<file path="config.mk">
export PLATFORM = sky130hd
export DESIGN_NAME = ival_pwm_timer
export DESIGN_NICKNAME = d
export VERILOG_FILES = /design/src/rtl/ival_pwm_pkg.sv /design/src/rtl/ival_tick_gen.sv /design/src/rtl/ival_pwm_chan.sv /design/src/rtl/ival_pwm_timer.sv
export SDC_FILE = /design/constraint.sdc
export NUM_CORES = 1
export LEC_CHECK = 0
export BUFFER_PORTS_ARGS = -buffer_cell sky130_fd_sc_hd__buf_2
export CAP_MARGIN = 5
export CORE_ASPECT_RATIO = 0.75
export CORE_MARGIN = 4
export CORE_UTILIZATION = 35
export DETAILED_ROUTE_END_ITERATION = 10
export GPL_TIMING_DRIVEN = 0
export RECOVER_POWER = 50
export SYNTH_ARGS = -nofsm -noshare
export SYNTH_HDL_FRONTEND = slang
export SYNTH_SLANG_ARGS = --single-unit
</file>
<file path="constraint.sdc">
create_clock -name clk -period 9.1 [get_ports clk]
set_input_delay 2.275 -clock clk [delete_from_list [all_inputs] [get_ports clk]]
set_output_delay 2.275 -clock clk [all_outputs]
set_load 0.005 [all_outputs]
</file>
<file path="src/rtl/ival_pwm_pkg.sv">
package ival_pwm_pkg;
  localparam int AW    = 8;
  localparam int PS_W  = 4;
  localparam int STRIDE = 4;

  localparam logic [AW-1:0] OFS_TICK  = 8'h00;
  localparam logic [AW-1:0] OFS_RUN   = 8'h0C;
  localparam logic [AW-1:0] OFS_LIMIT = 8'h24;
  localparam logic [AW-1:0] OFS_MATCH = 8'h30;

  typedef struct packed {
    logic            ext_fall;
    logic            ext_sel;
    logic [PS_W-1:0] div_n;
    logic            div_en;
  } tick_cfg_t;

  typedef struct packed {
    logic wave_pol;
    logic wave_off;
    logic restart;
    logic match_en;
    logic down;
    logic wrap_en;
    logic stop;
  } run_cfg_t;

  function automatic logic [AW-1:0] reg_at(logic [AW-1:0] base, int ch);
    return base + AW'(STRIDE * ch);
  endfunction
endpackage

</file>
<file path="src/rtl/ival_tick_gen.sv">
module ival_tick_gen
  import ival_pwm_pkg::*;
(
  input  logic      clk,
  input  logic      rst_n,
  input  logic      run,
  input  tick_cfg_t cfg,
  input  logic      ext_i,
  output logic      tick
);
  localparam int PRE_W = (1 << PS_W) + 1;

  logic             s1_q, s2_q, s3_q;
  logic [PRE_W-1:0] pre_q, pre_d, lim;
  logic             edge_rise, edge_fall, base;

  always_ff @(posedge clk or negedge rst_n) begin
    if (!rst_n) begin
      s1_q <= 1'b0;
      s2_q <= 1'b0;
      s3_q <= 1'b0;
    end else begin
      s1_q <= ext_i;
      s2_q <= s1_q;
      s3_q <= s2_q;
    end
  end

  assign edge_rise = s2_q & ~s3_q;
  assign edge_fall = ~s2_q & s3_q;

  always_comb begin
    base = 1'b1;
    if (cfg.ext_sel) base = cfg.ext_fall ? edge_fall : edge_rise;
    lim  = (PRE_W'(1) << ({1'b0, cfg.div_n} + 5'd1)) - PRE_W'(1);
    tick = run & base & (~cfg.div_en | (pre_q >= lim));
    pre_d = pre_q;
    if (!cfg.div_en)         pre_d = '0;
    else if (run && base)    pre_d = tick ? '0 : pre_q + PRE_W'(1);
  end

  always_ff @(posedge clk or negedge rst_n) begin
    if (!rst_n) pre_q <= '0;
    else        pre_q <= pre_d;
  end
endmodule

</file>
<file path="src/rtl/ival_pwm_chan.sv">
module ival_pwm_chan #(
  parameter int CNT_W = 16
) (
  input  logic             clk,
  input  logic             rst_n,
  input  logic             tick,
  input  logic             restart_req,
  input  logic             down,
  input  logic             wrap_en,
  input  logic             match_en,
  input  logic             wave_off,
  input  logic             wave_pol,
  input  logic [CNT_W-1:0] limit,
  input  logic [CNT_W-1:0] match,
  output logic             wave
);
  logic [CNT_W-1:0] cnt_q, cnt_d, cnt_nx;
  logic             lvl_q, lvl_d, pend_q, pend_d, start;

  always_comb begin
    cnt_nx = cnt_q;
    start  = 1'b0;
    if (pend_q) begin
      cnt_nx = down ? limit : '0;
      start  = 1'b1;
    end else if (down) begin
      if (cnt_q == '0) begin
        cnt_nx = wrap_en ? limit : '1;
        start  = 1'b1;
      end else begin
        cnt_nx = cnt_q - CNT_W'(1);
      end
    end else begin
      if ((wrap_en && cnt_q >= limit) || cnt_q == '1) begin
        cnt_nx = '0;
        start  = 1'b1;
      end else begin
        cnt_nx = cnt_q + CNT_W'(1);
      end
    end
  end

  always_comb begin
    cnt_d  = tick ? cnt_nx : cnt_q;
    pend_d = restart_req | (pend_q & ~tick);
    lvl_d  = lvl_q;
    if (tick) begin
      if (match_en && cnt_nx == match) lvl_d = 1'b0;
      else if (start)                  lvl_d = 1'b1;
    end
  end

  always_ff @(posedge clk or negedge rst_n) begin
    if (!rst_n) begin
      cnt_q  <= '0;
      lvl_q  <= 1'b1;
      pend_q <= 1'b0;
    end else begin
      cnt_q  <= cnt_d;
      lvl_q  <= lvl_d;
      pend_q <= pend_d;
    end
  end

  assign wave = (lvl_q & ~wave_off) ^ wave_pol;
endmodule

</file>
<file path="src/rtl/ival_pwm_timer.sv">
module ival_pwm_timer
  import ival_pwm_pkg::*;
#(
  parameter int NUM_CH = 3,
  parameter int CNT_W  = 16
) (
  input  logic              clk,
  input  logic              rst_n,
  input  logic              bus_we,
  input  logic [AW-1:0]     bus_addr,
  input  logic [CNT_W-1:0]  bus_wdata,
  output logic [CNT_W-1:0]  bus_rdata,
  input  logic [NUM_CH-1:0] ext_cnt_i,
  output logic [NUM_CH-1:0] wave_o
);
  localparam int CFG_W = 7;
  localparam run_cfg_t RUN_RST = '{wave_pol: 1'b0, wave_off: 1'b1, restart: 1'b0,
                                   match_en: 1'b0, down: 1'b0, wrap_en: 1'b0, stop: 1'b1};

  logic [CNT_W-1:0] rd_part [NUM_CH];

  for (genvar c = 0; c < NUM_CH; c++) begin : g_ch
    tick_cfg_t        tk_q, tk_d;
    run_cfg_t         rn_q, rn_d, rn_wr;
    logic [CNT_W-1:0] lim_q, lim_d, mt_q, mt_d;
    logic             hit_tk, hit_rn, hit_lim, hit_mt, restart_req, tick;

    assign hit_tk  = bus_addr == reg_at(OFS_TICK, c);
    assign hit_rn  = bus_addr == reg_at(OFS_RUN, c);
    assign hit_lim = bus_addr == reg_at(OFS_LIMIT, c);
    assign hit_mt  = bus_addr == reg_at(OFS_MATCH, c);

    always_comb begin
      rn_wr         = run_cfg_t'(bus_wdata[CFG_W-1:0]);
      rn_wr.restart = 1'b0;
      tk_d  = (bus_we && hit_tk)  ? tick_cfg_t'(bus_wdata[CFG_W-1:0]) : tk_q;
      rn_d  = (bus_we && hit_rn)  ? rn_wr     : rn_q;
      lim_d = (bus_we && hit_lim) ? bus_wdata : lim_q;
      mt_d  = (bus_we && hit_mt)  ? bus_wdata : mt_q;
      restart_req = bus_we & hit_rn & bus_wdata[4];
    end

    always_ff @(posedge clk or negedge rst_n) begin
      if (!rst_n) begin
        tk_q  <= '0;
        rn_q  <= RUN_RST;
        lim_q <= '0;
        mt_q  <= '0;
      end else begin
        tk_q  <= tk_d;
        rn_q  <= rn_d;
        lim_q <= lim_d;
        mt_q  <= mt_d;
      end
    end

    always_comb begin
      rd_part[c] = '0;
      if (hit_tk)       rd_part[c] = CNT_W'(tk_q);
      else if (hit_rn)  rd_part[c] = CNT_W'(rn_q);
      else if (hit_lim) rd_part[c] = lim_q;
      else if (hit_mt)  rd_part[c] = mt_q;
    end

    ival_tick_gen u_tick (
      .clk   (clk),
      .rst_n (rst_n),
      .run   (~rn_q.stop),
      .cfg   (tk_q),
      .ext_i (ext_cnt_i[c]),
      .tick  (tick)
    );

    ival_pwm_chan #(.CNT_W(CNT_W)) u_chan (
      .clk         (clk),
      .rst_n       (rst_n),
      .tick        (tick),
      .restart_req (restart_req),
      .down        (rn_q.down),
      .wrap_en     (rn_q.wrap_en),
      .match_en    (rn_q.match_en),
      .wave_off    (rn_q.wave_off),
      .wave_pol    (rn_q.wave_pol),
      .limit       (lim_q),
      .match       (mt_q),
      .wave        (wave_o[c])
    );
  end

  always_comb begin
    bus_rdata = '0;
    for (int c = 0; c < NUM_CH; c++) bus_rdata = bus_rdata | rd_part[c];
  end
endmodule

</file>
==> results of run 1 <==
==> per-layer routing <==
metal  routed length, um  vias to the layer above  global-route usage, %
met3                5640                       93                   4.55
li1                    -                     7731                      -
met1               29600                     8432                   32.8
met2               26000                      697                   30.8
met4                1320                        0                   4.39
met5                   0                        -                      0
==> path summary, 6_finish.rpt <==
| kind | startpoint | end | slack, ns | cells after the start |
|---|---|---|---|---|
| min in group asynchronous | rst_n | g_ch[0].u_tick.pre_q[12]$_DFFE_PN0P_ | 2.66 | 1 |
| max reg2reg | g_ch[0].tk_q[2]$_DFFE_PN0P_ | g_ch[0].u_chan.cnt_q[11]$_DFFE_PN0P_ | 3.93 | 16 |
| min | g_ch[0].u_tick.s1_q$_DFF_PN0_ | g_ch[0].u_tick.s2_q$_DFF_PN0_ | 0.35 | 0 |
| max | bus_addr[1] | bus_rdata[6] | 2.11 | 8 |
| min reg2reg | g_ch[0].u_tick.s1_q$_DFF_PN0_ | g_ch[0].u_tick.s2_q$_DFF_PN0_ | 0.35 | 0 |
| max in group asynchronous | rst_n | g_ch[0].mt_q[13]$_DFFE_PN0P_ | 2.70 | 3 |
==> critical path, cell delays in order <==
cell	delay [ns]
sky130_fd_sc_hd__buf_2	0.10
sky130_fd_sc_hd__nor3_1	0.40
sky130_fd_sc_hd__nand2_1	0.20
sky130_fd_sc_hd__nor2_1	0.55
sky130_fd_sc_hd__clkbuf_1	0.53
sky130_fd_sc_hd__a221oi_1	0.19
sky130_fd_sc_hd__nand3_1	0.28
sky130_fd_sc_hd__buf_2	0.18
==> kinds of logic after synthesis <==
family	count (synthesis)	share of synthesized area [%]
flip-flops	249	33.7
buffers and inverters	222	5.23
adder cells (fa/ha/maj)	114	7.71
XOR/XNOR	110	5.20
AO/OA/AOI/OAI	559	21.2
AND/OR/NAND/NOR	623	17.7
other	1	0.0203
multiplexers	152	9.25
==> registers in the layout (all words and copies together) (netlist names) <==
signal and cells:
g_ch.lim_q 48, g_ch.mt_q 48, g_ch.rn_q 18, g_ch.tk_q 21
g_ch.u_chan.cnt_q 48, g_ch.u_chan.lvl_q 3, g_ch.u_chan.pend_q 3, g_ch.u_tick.pre_q 51
g_ch.u_tick.s1_q 3, g_ch.u_tick.s2_q 3, g_ch.u_tick.s3_q 3
==> metrics by stage <==
| stage | setup slack, ns | cell area [um2] | util [%] | power, W |
|---|---|---|---|---|
| after floorplan | 3.36 | 18500 | - | 0.00274 |
| after global placement | 0.941 | 19600 | 37.9 | 0.00325 |
| after detailed placement | 2.12 | 19700 | 38.0 | 0.00327 |
| after CTS | 2.13 | 20800 | 40.1 | 0.00463 |
| after global routing | 1.75 | 20800 | 40.0 | 0.00492 |
| final | 2.11 | 20800 | 40.0 | 0.00465 |
==> power by group through the flow <==
stage / Combinational (W) / Clock [W] / Sequential, W
3_5_place_dp: 0.00187 / 0 / 0.00140
2_1_floorplan: 0.00140 / 0 / 0.00134
3_3_place_gp: 0.00185 / 0 / 0.00140
4_1_cts: 0.00188 / 0.00137 / 0.00138
6_report: 0.00192 / 0.00134 / 0.00139
5_1_grt: 0.00210 / 0.00142 / 0.00140
==> cell usage after synthesis, types with 19 or more instances <==
| cell | n | area share, % |
|---|---|---|
| sky130_fd_sc_hd__o31ai_1 | 25 | 1.0 |
| sky130_fd_sc_hd__o21ai_0 | 158 | 4.3 |
| sky130_fd_sc_hd__inv_1 | 91 | 1.8 |
| sky130_fd_sc_hd__nand2_1 | 160 | 3.2 |
| sky130_fd_sc_hd__a221oi_1 | 19 | 0.90 |
| sky130_fd_sc_hd__a21oi_1 | 77 | 2.1 |
| sky130_fd_sc_hd__xor2_1 | 33 | 1.6 |
| sky130_fd_sc_hd__and3_1 | 51 | 1.7 |
| sky130_fd_sc_hd__o221ai_1 | 19 | 0.90 |
| sky130_fd_sc_hd__dfrtp_1 | 240 | 32 |
| sky130_fd_sc_hd__a22o_1 | 21 | 0.99 |
| sky130_fd_sc_hd__nor3_1 | 22 | 0.59 |
| sky130_fd_sc_hd__a21o_1 | 22 | 0.89 |
| sky130_fd_sc_hd__a22oi_1 | 32 | 1.3 |
| sky130_fd_sc_hd__nand3_1 | 78 | 2.1 |
| sky130_fd_sc_hd__nor2_1 | 118 | 2.4 |
| sky130_fd_sc_hd__nor4_1 | 23 | 0.78 |
| sky130_fd_sc_hd__nand2b_1 | 38 | 1.3 |
| sky130_fd_sc_hd__buf_2 | 22 | 0.59 |
| sky130_fd_sc_hd__ha_1 | 114 | 7.7 |
| sky130_fd_sc_hd__a31oi_1 | 26 | 0.88 |
| sky130_fd_sc_hd__clkbuf_1 | 83 | 1.7 |
| sky130_fd_sc_hd__xnor2_1 | 77 | 3.6 |
| sky130_fd_sc_hd__mux2_2 | 152 | 9.2 |
| sky130_fd_sc_hd__nand4_1 | 29 | 0.98 |
==> layout make-up <==
| type | instances | area (um2) | share of cell area (%) |
|---|---|---|---|
| sequential | 249 | 6240 | 30.0 |
| clock inverter | 17 | 256 | 1.23 |
| antenna | 1 | 2.50 | 0.0120 |
| inverter | 91 | 342 | 1.64 |
| buffer | 131 | 626 | 3.01 |
| multi-input combinational | 1564 | 11300 | 54.5 |
| clock buffer | 39 | 835 | 4.02 |
| timing repair buffer | 50 | 272 | 1.31 |
| tap | 703 | 880 | 4.23 |
==> run summary, run 1 <==
The full die area is between 50000 and 60000 um2. The number of max-slew violations in the final report is ~150. The via count of the first global-routing pass was ~16k. In this run the number of H-tree levels came out at 1. The Yosys warning count came out at 0. The total congestion overflow came out at 0. The remaining max-slew budget at the tightest pin is -104%. The largest net degree at the start of global routing is 105. The time the worst path needs with I/O delays and setup is 6.99 ns. The number of distinct library cell variants in the gate-level netlist after synthesis came out at 94.

The number of synthesized flops with an enable pin is 0. For the worst setup path, the data arrival time is 4.72 ns. The estimated wirelength of the detail-placed design is about 47000 um. The maximum count of clock buffers along a single path came out at 3. The library cells used most frequently in the layout, excluding fill and tap cells, are sky130_fd_sc_hd__dfrtp_1 (240), sky130_fd_sc_hd__nand2_1 (160), sky130_fd_sc_hd__o21ai_0 (158), sky130_fd_sc_hd__mux2_2 (152), sky130_fd_sc_hd__nor2_1 (118). The clock arrives with 0.0321 ns of skew.

Once the floorplan was initialized, standard cells occupied 35.7% of the core. In the synthesized netlist, the number of instances is slightly above 2k. The type of destination of the critical path is an output port. The total routing resource utilization after global routing is 21.4%.

The number of buffers added for setup after CTS is 0. TritonCTS built the clock tree. The worst setup path is launched from a primary input. The final reports fail on capacitance limit, slew limit. The final total negative setup slack came out at 0 ns.

The number of clock sinks seen by CTS came out at 249. The slew at the pin with the worst max-slew slack came out at 3.06 ns. In this run, the number of DRC markers left after iteration 0 of detailed routing was 2039.

Static timing analysis puts the maximum clock frequency at ~140 MHz. Setup repair after global routing left no endpoint under its margin. The peak supply drop came out at 0.129 mV. The remaining routing DRC violations came out at 0. The cell chosen for the clock root is sky130_fd_sc_hd__clkbuf_16. The number of register bits inferred by synthesis is approximately 250. The number of gates resized after cts is 0. The overall routed net length is 62600 um.

The power share of the sequential group is 29.9%. The proportion of power drawn by the clock network came out at 28.8%. The flow ran to the end, but the final reports show violations. The remaining antenna violation count came out at 0. For this design the ratio of total power to cell area is roughly 220 nW/um2.

Across the run, the number of max-cap violations was 2. Counting the buffers created by CTS gives 30. The data required time at the worst endpoint is 6.83 ns. The number of antenna violations at the first check in global routing came to 6. The total of fill cells in the finished design is 5189.

The switching part of the total is 39.6%. Once placement completed, the tool counted placed cells totaling 2788. Clock-pin slew was measured on the worst setup and hold paths at 0.06 ns. The share of total power dissipated in combinational logic is 41.3%. The wire length of the first global-routing pass is between 90000 and 100000 um. The area added between synthesis and finish came out at 12.2%. The via count is roughly 17k. The floorplan step defined a core boundary enclosing between 50000 and 60000 um2. The number of placement rows is 72. In this run the tool buffered the top-level ports with 48 buffer cells. The maximum fanout along the worst path is 10.

The analysis attributes to cell leakage a power of 8.96 nW. Counting flops with an async set or reset pin after synthesis yields a share of 100%. The via count normalized by instance count came out at 5.96. The post-cts hold buffer count came out at 0. The final estimated routing congestion in global placement is around 0.94. The internal power is around 0.0028 W.

The type of the setup path with the least slack is in -> out. The filler-free cell count of the finished design is roughly 2.8k. The type of the tightest min-delay check is reg -> reg. Summed over all nets, the switching power comes to 0.00184 W.

The post-route netlist has 17.0% of its cells at a drive strength greater than 1. The post-route worst hold slack came out at 0.349 ns. The average size of a mapped cell is 9.12 um2. The floorplan die height came out at 207 um. The final layout contains roughly 2.3k nets. The most frequent standard cell in the layout excluding fill and tap cells is sky130_fd_sc_hd__dfrtp_1. The x dimension of the die came out at 274 um. The detailed-routing iteration count for the pre-antenna-repair pass came out at 6.

The most frequently used flop master after synthesis is sky130_fd_sc_hd__dfrtp_1. Setup violations remaining at the end of the flow were counted as 0. The routed length per placed instance is 22.0 um. The later-pin clock latency in the skew report is around 0.6 ns. The final critical-path share of the clock period came out at 76.8%. The sequential area share after synthesis is 33.7%. The post-synth design cell area is about 19000 um2.

The final hold violation count came to 0. The I/O pin count is 49.
No activity file was read; power rests on OpenSTA's default activity.
==> run 2: changes to the inputs <==
--- a/config.mk
+++ b/config.mk
@@ -5,6 +5,7 @@
 export SDC_FILE = /design/constraint.sdc
 export NUM_CORES = 1
 export LEC_CHECK = 0
+export ABC_AREA = 1
 export BUFFER_PORTS_ARGS = -buffer_cell sky130_fd_sc_hd__buf_2
 export CAP_MARGIN = 5
 export CORE_ASPECT_RATIO = 0.75
==> constraint.sdc (replaced) <==
create_clock -name clk -period 6.7 [get_ports clk]
set_input_delay 1.675 -clock clk [delete_from_list [all_inputs] [get_ports clk]]
set_output_delay 1.675 -clock clk [all_outputs]
set_load 0.005 [all_outputs]
==> run summary, run 2 <==
The average instance in the mapped netlist occupies 6.70 um2. The Yosys warning count came out at 0. The design area came out at 21400 um2. The data arrival time of the worst path came out at 4.40 ns. The leakage power came out at roughly 10 nW. The remaining routing DRC violations is 0.

The estimated wirelength of the detail-placed design came out at between 50000 and 60000 um. The clock tree from TritonCTS is yes. The number of different library cells used by synthesis comes to 51. In the layout the commonest cells are sky130_fd_sc_hd__nand2_1 (792), sky130_fd_sc_hd__inv_1 (370), sky130_fd_sc_hd__o21ai_0 (289), sky130_fd_sc_hd__nor2_1 (261), sky130_fd_sc_hd__dfrtp_1 (240). The x dimension of the die came out at 279 um.

The largest individual stage delay along the critical path comes from the cell sky130_fd_sc_hd__o22ai_1. Counting instances in the post-synthesis netlist gives the leading cell types as sky130_fd_sc_hd__nand2_1 (792), sky130_fd_sc_hd__inv_1 (370), sky130_fd_sc_hd__o21ai_0 (289). The remaining max-slew budget at the tightest pin came out at -190%. The floorplan die height came out at roughly 210 um.

The most frequent standard cell in the layout excluding fill and tap cells is sky130_fd_sc_hd__nand2_1. The repair_antennas step left the layout with diodes totalling 0. The full die area is 58800 um2. In this run the worst setup path begins at bus_addr[1]. The count of buffers added on input and output ports is between 40 and 50. The placeable core region is 54400 um2. Setup repair after global routing left no endpoint under its margin. The I/O pin count came out at 49.

The share of the Yosys chip area taken by registers is 32.4%. The maximum fanout along the worst path is 10. After synthesis the cells add up to 19200 um2. The time the worst path needs with I/O delays and setup came out at between 6 and 7 ns. The count of nets left with antenna violations once routing finished came out at 0.

On the worst path, the slowest cell contributes a delay of 0.46 ns. The count of buffering cells on the critical path with inverters included came out at 6. Wires add up to around 66000 um.

The post-route worst hold slack came out at between 0.3 and 0.4 ns. The area taken by multi-input logic gates came out at 11100 um2. The routed length per placed instance came out at around 18 um. The number of placement rows is 74. Traced cell by cell, the critical path runs through buf_2 > nor2_1 > inv_1 > nor3_1 > inv_1 > nor2_1 > inv_1 > clkbuf_1 > o22ai_1 > a221oi_1 > o221ai_1 > buf_2. The later-pin clock latency in the skew report is 0.57 ns. The data required time at the worst endpoint is 5.03 ns. Of the post-synthesis cell area, the dominant cell type holds 31.2%.

The max-capacitance violation count is 1. The tightest min-delay check is of the reg -> reg type. The cell type group with the largest total delay on the critical path is buffers and inverters.

The register with the most flip-flops in the final layout is g_ch.u_tick.pre_q. The synthesized design contains 0 enable-type register cells. For the final database, setup skew stands at approximately 0.012 ns. The H-tree depth came out at 1.

The maximum count of clock buffers along a single path is 3. The via count normalized by instance count is 5.26. The starting utilization of the core area came out at 35.3%. The largest net degree at the start of global routing came out at 97. The first detailed-routing pass ran for 8 iterations. The post-cts hold buffer count came out at 0.

The number of max-slew violations in the final report is between 70 and 80. The run finished, with violations left. The final net count is 3102. For this design the ratio of total power to cell area is 280 nW/um2. Counting the buffers created by CTS gives 29. The wire length of the first global-routing pass is about 100000 um. The initial DRC count is 2032. The total routing resource utilization after global routing is 22.1%. The most frequently used flop master after synthesis is sky130_fd_sc_hd__dfrtp_1. The flip-flop count of the largest register after layout came out at 51. The most instantiated library cell after synthesis is sky130_fd_sc_hd__nand2_1.

The proportion of power drawn by the clock network is 27.0%. The final estimated routing congestion in global placement is 0.959. The via count of the first global-routing pass is 17.9k. Counting flops and latches in the post-synthesis netlist gives between 200 and 250.

The final reports fail on capacitance limit, slew limit. The final critical-path share of the clock period is between 90 and 100%. The detailed router placed 19.5k vias in this run.

The part of the total power dissipated in combinational logic is a little over two fifths. The largest area contributor in the synthesized netlist is sky130_fd_sc_hd__dfrtp_1. The switching power summed over all nets came out at 0.00263 W. The sequential cells in the finished layout cover a total of 6240 um2. In this run the most critical hold path is launched from g_ch[1].u_tick.s1_q$_DFF_PN0_. After filler insertion, the fill cell instance count of the layout stands at 5892. The worst setup path is of the in -> out kind.

By area the synthesized netlist is led by sky130_fd_sc_hd__dfrtp_1 (31%), sky130_fd_sc_hd__nand2_1 (15%), sky130_fd_sc_hd__o21ai_0 (7.5%). In the synthesized netlist the async set-or-reset flop fraction comes to 100%. For this run the aggregate overflow at the end of global routing stands at 0. Measured on the finished design, the core utilization comes to between 30% and 40%.

The cell chosen for the clock root is sky130_fd_sc_hd__clkbuf_16. By instance count, the cell type seen most on the critical path is sky130_fd_sc_hd__inv_1. The final setup violation count is 0. The area added between synthesis and finish came out at 11.3%. In this run the critical register-to-register path is launched from g_ch[1].tk_q[3]$_DFFE_PN0P_. The internal power is approximately 0.0034 W. STA classifies the critical path endpoint as an output port.

The upper clock frequency limit came out at 165 MHz. The register clock-pin slew on the reported worst setup and hold paths came out at 0.06 ns. In this run the cell area measured after placement is 20500 um2. VDD sags by at most 0.196 mV.

The layout cell share with drive strength beyond 1 is 6.38%. Of the total power, the share spent switching nets is 43.8%. The final hold violation count is 0. The number of antenna violations at the first check in global routing is 0. The number of buffers added for setup after CTS came out at 0. CTS saw 249 sinks. The worst setup path is launched from a primary input. The power share of the sequential group is roughly 30%. The number of gates resized after cts came out at 0. The post-synthesis cell count came out at 2872.

The slew at the pin with the worst max-slew slack is 4.35 ns.
==> run 2: cell count changes in the layout (fill, tap and decap cells not counted), moves of 32 or more <==
cell                       before  now
sky130_fd_sc_hd__a22oi_1       32    0
sky130_fd_sc_hd__and3_1        51    1
sky130_fd_sc_hd__inv_1         91  370
sky130_fd_sc_hd__mux2_2       152    0
sky130_fd_sc_hd__nand2_1      160  792
sky130_fd_sc_hd__nand2b_1      38    0
sky130_fd_sc_hd__nand3_1       78  205
sky130_fd_sc_hd__nor2_1       118  261
sky130_fd_sc_hd__o21ai_0      158  289
sky130_fd_sc_hd__o22ai_1       17   52
sky130_fd_sc_hd__xnor2_1       77   12
sky130_fd_sc_hd__xor2_1        33   67
==> run 2: final timing paths <==
check / endpoint / slack [ns] / cells after the start
min in group asynchronous: g_ch[1].u_tick.pre_q[7]$_DFFE_PN0P_ / 2.63 / 1
worst min register to register: g_ch[1].u_tick.s2_q$_DFF_PN0_ / 0.35 / 0
worst min-delay path: g_ch[1].u_tick.s2_q$_DFF_PN0_ / 0.35 / 0
worst max register to register: g_ch[1].u_chan.cnt_q[9]$_DFFE_PN0P_ / 2.08 / 23
worst max-delay path: bus_rdata[13] / 0.63 / 12
max in group asynchronous: g_ch[1].u_chan.cnt_q[10]$_DFFE_PN0P_ / 1.58 / 1
==> run 2: per-stage QoR <==
| step | power (W) | TNS, ns | setup slack (ns) | cells |
|---|---|---|---|---|
| finish | 0.00600 | 0 | 0.629 | 3702 |
| global route | 0.00644 | 0 | 0.495 | 3702 |
| CTS | 0.00596 | 0 | 0.693 | 3702 |
| detailed placement | 0.00432 | 0 | 0.696 | 3649 |
| global placement | 0.00432 | -198.65 | -0.877 | 3647 |
| floorplan | 0.00358 | 0 | 2.03 | 2877 |
==> run 2: area by class of cell <==
type | count | area share, %
repair buffers | 50 | 1.37
clock inverters | 24 | 1.06
flip-flops and latches | 249 | 29.2
plain buffers | 113 | 2.38
inverters | 377 | 6.61
multi-input cells | 2138 | 51.8
well taps | 722 | 4.22
clock buffers | 29 | 3.39
==> run 2: power groups by stage <==
stage,clock (W),combinational (W),sequential (W)
finish,0.00162,0.00253,0.00185
global placement,0,0.00245,0.00187
global route,0.00172,0.00284,0.00187
detailed placement,0,0.00245,0.00187
floorplan,0,0.00178,0.00180
CTS,0.00166,0.00246,0.00184
==> run 2: cell families after synthesis <==
kind of cell,Yosys count,share of synthesized area [%]
AOI/OAI and AO/OA,534,15.5
xor gates and xnor gates,79,3.60
adders and majority gates,114,7.41
buffers and inverters,490,10.0
DFF,249,32.4
other,1,0.0195
and+or+nand+nor,1405,31.0
==> run 2: worst register-to-register path, delay by kind of cell (launching register included) <==
family | cells | cell delay [ns]
fa+ha+maj | 2 | 0.48
flops | 1 | 0.32
buf+inv | 6 | 1.27
simple gates | 12 | 1.84
xor+xnor | 1 | 0.12
compound gates | 2 | 0.49
==> run 2: per-layer routing <==
layer	wire length (um)	track usage, %	vias to the layer above
met3	5750	4.14	75
li1	-	-	9614
met4	1390	4.51	0
met2	26100	31.1	727
met1	32900	35.0	9047
met5	0	0	-
